<file path="src/rtl/pfd_pkg.sv">
package pfd_pkg;
  localparam int BYTE_W    = 8;
  localparam int ADDR_W    = 48;
  localparam int ADDR_BYTES = ADDR_W / BYTE_W;
  localparam int QUANTA_W  = 16;
  localparam int POS_W     = 5;
  localparam int TYPE_POS  = 12;
  localparam int OPC_POS   = 14;
  localparam int QNT_POS   = 16;
  localparam int LAST_POS  = QNT_POS + 1;
  localparam int MIN_LEN   = LAST_POS + 1;
  localparam logic [ADDR_W-1:0]   PAUSE_MCAST = 48'h0180_C200_0001;
  localparam logic [QUANTA_W-1:0] CTL_ETYPE   = 16'h8808;
  localparam logic [QUANTA_W-1:0] PAUSE_OPC   = 16'h0001;
endpackage

</file>
<file path="src/rtl/pfd_addr_cmp.sv">
module pfd_addr_cmp
  import pfd_pkg::*;
(
  input  logic [POS_W-1:0]  pos,
  input  logic [BYTE_W-1:0] data,
  input  logic [ADDR_W-1:0] station_addr,
  output logic              mc_byte_ok,
  output logic              uc_byte_ok
);
  logic [ADDR_BYTES-1:0] mc_sel;
  logic [ADDR_BYTES-1:0] uc_sel;

  for (genvar b = 0; b < ADDR_BYTES; b++) begin : g_byte
    assign mc_sel[b] = (data == PAUSE_MCAST[ADDR_W-1-BYTE_W*b -: BYTE_W]);
    assign uc_sel[b] = (data == station_addr[ADDR_W-1-BYTE_W*b -: BYTE_W]);
  end

  always_comb begin
    mc_byte_ok = 1'b1;
    uc_byte_ok = 1'b1;
    for (int b = 0; b < ADDR_BYTES; b++) begin
      if (pos == POS_W'(b)) begin
        mc_byte_ok = mc_sel[b];
        uc_byte_ok = uc_sel[b];
      end
    end
  end
endmodule

</file>
<file path="src/rtl/pfd_frame_parser.sv">
module pfd_frame_parser
  import pfd_pkg::*;
(
  input  logic                clk,
  input  logic                rst_n,
  input  logic                rx_valid,
  input  logic [BYTE_W-1:0]   rx_data,
  input  logic                rx_sof,
  input  logic                rx_eof,
  input  logic                rx_fcs_ok,
  input  logic                ucast_en,
  input  logic [ADDR_W-1:0]   station_addr,
  output logic                accept,
  output logic [QUANTA_W-1:0] quanta
);
  logic [POS_W-1:0]    pos_q;
  logic                in_frame_q;
  logic                mc_q, uc_q, type_q, opc_q;
  logic [BYTE_W-1:0]   qhi_q;
  logic [POS_W-1:0]    cur_pos;
  logic                beat;
  logic                mc_b, uc_b;
  logic                mc_n, uc_n, type_n, opc_n;
  logic                len_ok;

  assign cur_pos = rx_sof ? '0 : pos_q;
  assign beat    = rx_valid && (rx_sof || in_frame_q);

  pfd_addr_cmp u_addr (
    .pos          (cur_pos),
    .data         (rx_data),
    .station_addr (station_addr),
    .mc_byte_ok   (mc_b),
    .uc_byte_ok   (uc_b)
  );

  always_comb begin
    mc_n   = (rx_sof ? 1'b1 : mc_q) && mc_b;
    uc_n   = (rx_sof ? 1'b1 : uc_q) && uc_b;
    type_n = rx_sof ? 1'b1 : type_q;
    opc_n  = rx_sof ? 1'b1 : opc_q;
    if (cur_pos == POS_W'(TYPE_POS))     type_n = type_n && (rx_data == CTL_ETYPE[15:8]);
    if (cur_pos == POS_W'(TYPE_POS + 1)) type_n = type_n && (rx_data == CTL_ETYPE[7:0]);
    if (cur_pos == POS_W'(OPC_POS))      opc_n  = opc_n  && (rx_data == PAUSE_OPC[15:8]);
    if (cur_pos == POS_W'(OPC_POS + 1))  opc_n  = opc_n  && (rx_data == PAUSE_OPC[7:0]);
  end

  assign len_ok = (cur_pos >= POS_W'(LAST_POS));

  always_ff @(posedge clk) begin
    if (!rst_n) begin
      pos_q      <= '0;
      in_frame_q <= 1'b0;
      mc_q       <= 1'b0;
      uc_q       <= 1'b0;
      type_q     <= 1'b0;
      opc_q      <= 1'b0;
      qhi_q      <= '0;
      accept     <= 1'b0;
      quanta     <= '0;
    end else begin
      accept <= 1'b0;
      if (beat) begin
        mc_q   <= mc_n;
        uc_q   <= uc_n;
        type_q <= type_n;
        opc_q  <= opc_n;
        if (cur_pos == POS_W'(QNT_POS)) qhi_q <= rx_data;
        if (cur_pos < POS_W'(MIN_LEN)) pos_q <= cur_pos + 1'b1;
        else                           pos_q <= cur_pos;
        in_frame_q <= !rx_eof;
        if (rx_eof) begin
          accept <= len_ok && type_n && opc_n && rx_fcs_ok && (mc_n || (ucast_en && uc_n));
          quanta <= {qhi_q, rx_data};
          if (cur_pos > POS_W'(LAST_POS)) quanta <= {qhi_q, quanta[7:0]};
        end else if (cur_pos == POS_W'(LAST_POS)) begin
          quanta <= {qhi_q, rx_data};
        end
      end
    end
  end
endmodule

</file>
<file path="src/rtl/pfd_pause_timer.sv">
module pfd_pause_timer
  import pfd_pkg::*;
(
  input  logic                clk,
  input  logic                rst_n,
  input  logic                enable,
  input  logic                load,
  input  logic [QUANTA_W-1:0] load_val,
  input  logic                tick,
  output logic [QUANTA_W-1:0] count
);
  always_ff @(posedge clk) begin
    if (!rst_n)                       count <= '0;
    else if (!enable)                 count <= '0;
    else if (load)                    count <= load_val;
    else if (tick && (count != '0))   count <= count - 1'b1;
  end
endmodule

</file>
<file path="src/rtl/pause_rx_decoder.sv">
module pause_rx_decoder
  import pfd_pkg::*;
(
  input  logic                clk,
  input  logic                rst_n,
  input  logic                rx_valid,
  output logic                rx_ready,
  input  logic [BYTE_W-1:0]   rx_data,
  input  logic                rx_sof,
  input  logic                rx_eof,
  input  logic                rx_fcs_ok,
  input  logic                rx_flow_en,
  input  logic                ucast_en,
  input  logic [ADDR_W-1:0]   station_addr,
  input  logic                full_duplex,
  input  logic                slot_tick,
  output logic                tx_pause,
  output logic [QUANTA_W-1:0] pause_count
);
  logic                frame_accept;
  logic [QUANTA_W-1:0] accept_quanta;
  logic                decode_en;

  assign rx_ready  = 1'b1;
  assign decode_en = rx_flow_en && full_duplex;

  pfd_frame_parser u_parser (
    .clk          (clk),
    .rst_n        (rst_n),
    .rx_valid     (rx_valid && decode_en),
    .rx_data      (rx_data),
    .rx_sof       (rx_sof),
    .rx_eof       (rx_eof),
    .rx_fcs_ok    (rx_fcs_ok),
    .ucast_en     (ucast_en),
    .station_addr (station_addr),
    .accept       (frame_accept),
    .quanta       (accept_quanta)
  );

  pfd_pause_timer u_timer (
    .clk      (clk),
    .rst_n    (rst_n),
    .enable   (decode_en),
    .load     (frame_accept),
    .load_val (accept_quanta),
    .tick     (slot_tick),
    .count    (pause_count)
  );

  assign tx_pause = (pause_count != '0);
endmodule

</file>
<file path="config.mk">
export PLATFORM = sky130hd
export DESIGN_NAME = pause_rx_decoder
export DESIGN_NICKNAME = d
export VERILOG_FILES = /design/src/rtl/pfd_pkg.sv /design/src/rtl/pfd_addr_cmp.sv /design/src/rtl/pfd_frame_parser.sv /design/src/rtl/pfd_pause_timer.sv /design/src/rtl/pause_rx_decoder.sv
export SDC_FILE = /design/constraint.sdc
export NUM_CORES = 1
export LEC_CHECK = 0
export ABC_CLOCK_PERIOD_IN_PS = 5300
export CAP_MARGIN = 20
export CORE_UTILIZATION = 50
export DETAILED_ROUTE_END_ITERATION = 7
export PLACE_DENSITY = 0.79
export SLEW_MARGIN = 40
export SYNTH_ARGS = -nofsm -noshare
export SYNTH_HDL_FRONTEND = slang
export SYNTH_SLANG_ARGS = --single-unit
</file>
<file path="constraint.sdc">
create_clock -name clk -period 5.3 [get_ports clk]
set_input_delay 1.06 -clock clk [delete_from_list [all_inputs] [get_ports clk]]
set_output_delay 1.06 -clock clk [all_outputs]
set_load 0.01 [all_outputs]
</file>
======== Word level (Yosys, flattened, before mapping) ========
Index checks and enable logic that the tools add are counted.
operators by class
  add/sub/neg operators ................... 2
  $lt $le $gt $ge ......................... 3
  eq/ne operators ......................... 23
  mux-type cells .......................... 27
  reductions and logical operators ........ 28
operator list
  kind                                                 number
  2-to-1 mux 16 bit                                    4
  equality test 8 bit                                  6
  equality test 8 bit, second input constant           3
  equality test 5 x 4 -> 1 bit, second input constant  4
  2-to-1 mux 1 bit                                     20
  nonzero test 16 bit                                  1
  subtractor 16 x 1 -> 16 bit, second input constant   1
  logical AND 1 bit                                    15
  equality test 5 x 2 -> 1 bit, second input constant  2
  equality test 5 x 3 -> 1 bit, second input constant  2
  equality test 5 bit, second input constant           2
  2-to-1 mux 5 bit                                     2
  equality test 8 x 1 -> 1 bit, second input constant  1
  equality test 8 x 4 -> 1 bit, second input constant  1
  zero test 8 bit                                      1
  2-to-1 mux 8 bit                                     1
  AND reduction 2 bit                                  3
  AND reduction 3 bit                                  2
  adder 5 x 1 -> 5 bit, second input constant          1
  equality test 5 x 1 -> 1 bit, second input constant  1
  >= comparator 5 bit, second input constant           1
  > comparator 5 bit, second input constant            1
  zero test 5 bit                                      1
  less-than comparator 5 bit, second input constant    1
  other kinds (4)                                      6
storage, ports and cells
  register bits after elaboration ......... 51
  output and inout bits ................... 18
  logic and storage cells ................. 94

======== Logic depth before layout (Yosys ltp) ========
  depth after elaboration ................. 12
  gate-level depth with buffers ........... 11
  mapped depth without buffers ............ 10

======== Modules after synthesis ========
Synthesis repeated with hierarchy kept, for this count alone.
second synthesis, totals
  cells, all modules ...................... 419
  area, all modules ....................... 3523.4 um^2
modules (own cells, without submodules)
  module            times used  cells an instance  area an instance (um^2)
  pfd_frame_parser  1           183                1671.6
  pfd_pause_timer   1           121                1003.5
  pfd_addr_cmp      1           106                793.3
  pause_rx_decoder  1           9                  55.1

======== Worst setup path after synthesis ========
No wires, ideal clock.
  path kind ............................... reg-to-output
  from .................................... register u_timer.count[5]
  to ...................................... output tx_pause
  arrival time ............................ 2.161 ns
  data required time ...................... 4.240 ns
  path slack .............................. 2.079 ns
  cell stages (with the launch flop) ...... 6
  buffers on the path ..................... 2
  cells stage by stage .................... dfxtp_1 > or4_1 > buf_2 > or4_4 > or4_1 > clkbuf_2
between the ends
  longest elaborated chain between the ends .. 1
ends and longest elaborated chain
  item                    line                    source
  from (decl)             pfd_pause_timer.sv:10   output logic [QUANTA_W-1:0] count
  from (signal assigned)  pfd_pause_timer.sv:15   else if (load) count <= load_val;
  from (signal assigned)  pfd_pause_timer.sv:16   else if (tick && (count != '0)) count <= count - 1'b1;
  nonzero test 16 bit     pause_rx_decoder.sv:51  assign tx_pause = (pause_count != '0);
  to (decl)               pause_rx_decoder.sv:17  output logic tx_pause,
Every way passes these cells.

======== Final worst setup path ========
Same ends and word-level chain as after synthesis.

==> run_results.csv <==
group,metric,value,unit
run_status,status,"finished, final reports clean",
global_routing,grt_pass1_wl,13.2,mm
clock_tree,clock-sinks,51,
routing,drc,0,
setup_path,critPathRequiredTime,4.24,ns
synthesis,synthArstFlopShare,0,
synthesis,yosysTopAreaCell,"dfxtp_1",
clock_tree,cts_tree,"built",
setup_path,crit_arrival,2.99,ns
sta,final_max_slew_viol_count,0,
sta,rsz0062_at_grt,"no",
synthesis,yosysWarnings,0,
synthesis,synth_edf_count,0,
pwr,peakVddDrop,143,uV
routing,vias_per_cell,5.55,
die,dieArea,0.00689,mm2
sta,holdWs,0.459,ns
die,fp.dieW,83.0,um
clock_tree,clk_latency,0.30,ns
setup_path,crit_type,"reg -> out",
clock_tree,htree_levels,2,
global_routing,grt_max_degree,37,
sta,setup_viol,0,
sta,fin_crit,4.05,ns
die,core,0.00635,mm2
pwr,leakage,1.41,nW
die,die_h,83.0,um
global_routing,grt_pass1_vias,2863,
routing,drt_wl_total,7.91,mm
synthesis,ys_seq_elements,51,
flow_run,cap_violations,0,
pwr,power,760,uW
routing,wl_per_cell,14.6,um
die,io_pins,84,
placement,placed_cell_area,0.00412,mm2
routing,vias,2995,
die,rows,29,
hold_path,hold_path_class,"reg -> reg",
synthesis,netlist_top_cells_area,"dfxtp_1, xnor2_1, mux2i_1, nor2b_1, o21ai_0",
clock_tree,postCtsSetupRepairBufs,0,
placement,portBuffers,82,
sta,slew-limit-headroom,0.530,
sta,fin_skew,0.00264,ns
layout,drive_gt1_frac,0.0410,
layout,layout_commonest_cell,"clkdlybuf4s50_1",
clock_tree,cts_made_buffers,5,
sta,setup_ws,1.25,ns
synthesis,syn_avg_cell_area,8.25,um2
clock_tree,cts.clk_slew.worst_paths,0.09,ns
synthesis,synth_top_area_share,0.311,
global_routing,antenna_found_initial,0,
pwr,power_density,180,mW/mm2
synthesis,synthFlopType,"dfxtp_1",
sta,period_share,0.765,
synthesis,syn_area,0.00328,mm2
layout,areaGrowthSynthToFinish,28.5,%
clock_tree,postCtsHoldBufs,0,
layout,nNetsFinal,532,
layout,layout_common_cells,"clkdlybuf4s50_1, xnor2_1, dfxtp_1",
synthesis,syn_inst,398,
clock_tree,clockRootBuffer,"clkbuf_8",
clock_tree,clockBufferDepth,2,
clock_tree,cts_resized,0,
placement,place_hpwl,5.97,mm
setup_path,start_kind,"register",
die,start_util,0.517,
setup_path,timing.critical_path.fanout_max,6,
routing,ant_nets,0,
synthesis,synth_cell_type_count,46,
global_routing,track_usage,0.234,
routing,drtIter0Drc,101,
synthesis,ys_seq_area_frac,0.311,
layout,diodes,0,
placement,dp_slack,1.55,ns
synthesis,synthesis.nets,468,
routing,drtPass1Iterations,4,
sta,worst_slew_pin_slew,0.703,ns
placement,gp_congestion,0.900,
global_routing,grt_overflow_total,0,
sta,finalHoldViolations,0,
layout,finalInstanceArea,0.00422,mm2
sta,tns,0,ns
sta,clock.fmax,247,MHz
setup_path,endpoint_kind,"output port",
-- final cells by class --
type,instances,area [um2]
fill,545,2130
clock inverter,2,16.3
inverter,8,30.0
tap,77,96.3
sequential,51,1020
multi-input combinational,312,2140
clock buffer,6,82.6
timing repair buffer,84,831
-- registers in the layout, summed over array words and instances, names as in the netlist --
| name | count |
|---|---|
| u_parser.quanta | 16 |
| u_timer.count | 16 |
| u_parser.qhi_q | 8 |
| u_parser.pos_q | 5 |
| u_parser.accept | 1 |
| u_parser.in_frame_q | 1 |
| u_parser.mc_q | 1 |
| u_parser.opc_q | 1 |
| u_parser.type_q | 1 |
| u_parser.uc_q | 1 |
-- where the power goes --
| part | switching (mW) | internal (mW) | total [mW] |
|---|---|---|---|
| clock network | 0.127 | 0.107 | 0.234 |
| logic | 0.0585 | 0.0800 | 0.139 |
| registers | 0.00247 | 0.385 | 0.388 |
-- path summary, 6_finish.rpt --
| kind | startpoint | end | slack [ns] | cells past startpoint |
|---|---|---|---|---|
| max | u_timer.count[5]$_SDFFE_PN0P_ | tx_pause | 1.25 | 4 |
| min | u_parser.quanta[1]$_SDFFE_PN0P_ | u_timer.count[1]$_SDFFE_PN0P_ | 0.46 | 2 |
| max reg2reg | u_timer.count[5]$_SDFFE_PN0P_ | u_timer.count[8]$_SDFFE_PN0P_ | 2.50 | 7 |
| min reg2reg | u_parser.quanta[1]$_SDFFE_PN0P_ | u_timer.count[1]$_SDFFE_PN0P_ | 0.46 | 2 |
-- cells in the mapped netlist, drive strengths merged (5+ instances only) --
master	instances
xnor2	53
dfxtp	51
nor2b	38
nand2	29
mux2i	28
nor2	25
o21ai	23
clkbuf	21
a21oi	17
nand4	13
nor3	11
xor2	9
inv	8
buf	6
nor4	6
and2	5
or4	5
-- kinds of logic after synthesis --
logic type	after synthesis	synth area share
XOR/XNOR	62	0.165
multiplexers	28	0.0854
adder cells (fa/ha/maj)	4	0.0152
other	1	0.00114
buffers and inverters	35	0.0419
AO/OA/AOI/OAI	63	0.123
flip-flops	51	0.311
AND/OR/NAND/NOR	154	0.257
-- critical path: stages, from the launching register on --
cell and delay, ns:
dfxtp_1 0.37, or4_1 0.64, or4_4 0.53, or4_1 0.63, clkdlybuf4s50_1 0.52
-- per-stage QoR --
step,instances,utilization
finish,540,0.664
global route,540,0.664
global placement,532,0.647
detailed placement,532,0.649
floorplan,398,-
CTS,540,0.664
-- metal layers --
layer	share of wire	track usage	vias to the layer above
met1	0.44	0.292	1377
met2	0.49	0.405	91
met5	0	0	-
met3	0.046	0.0398	14
li1	-	-	1513
met4	0.017	0.0784	0
Power figures use the tool's default switching activity.
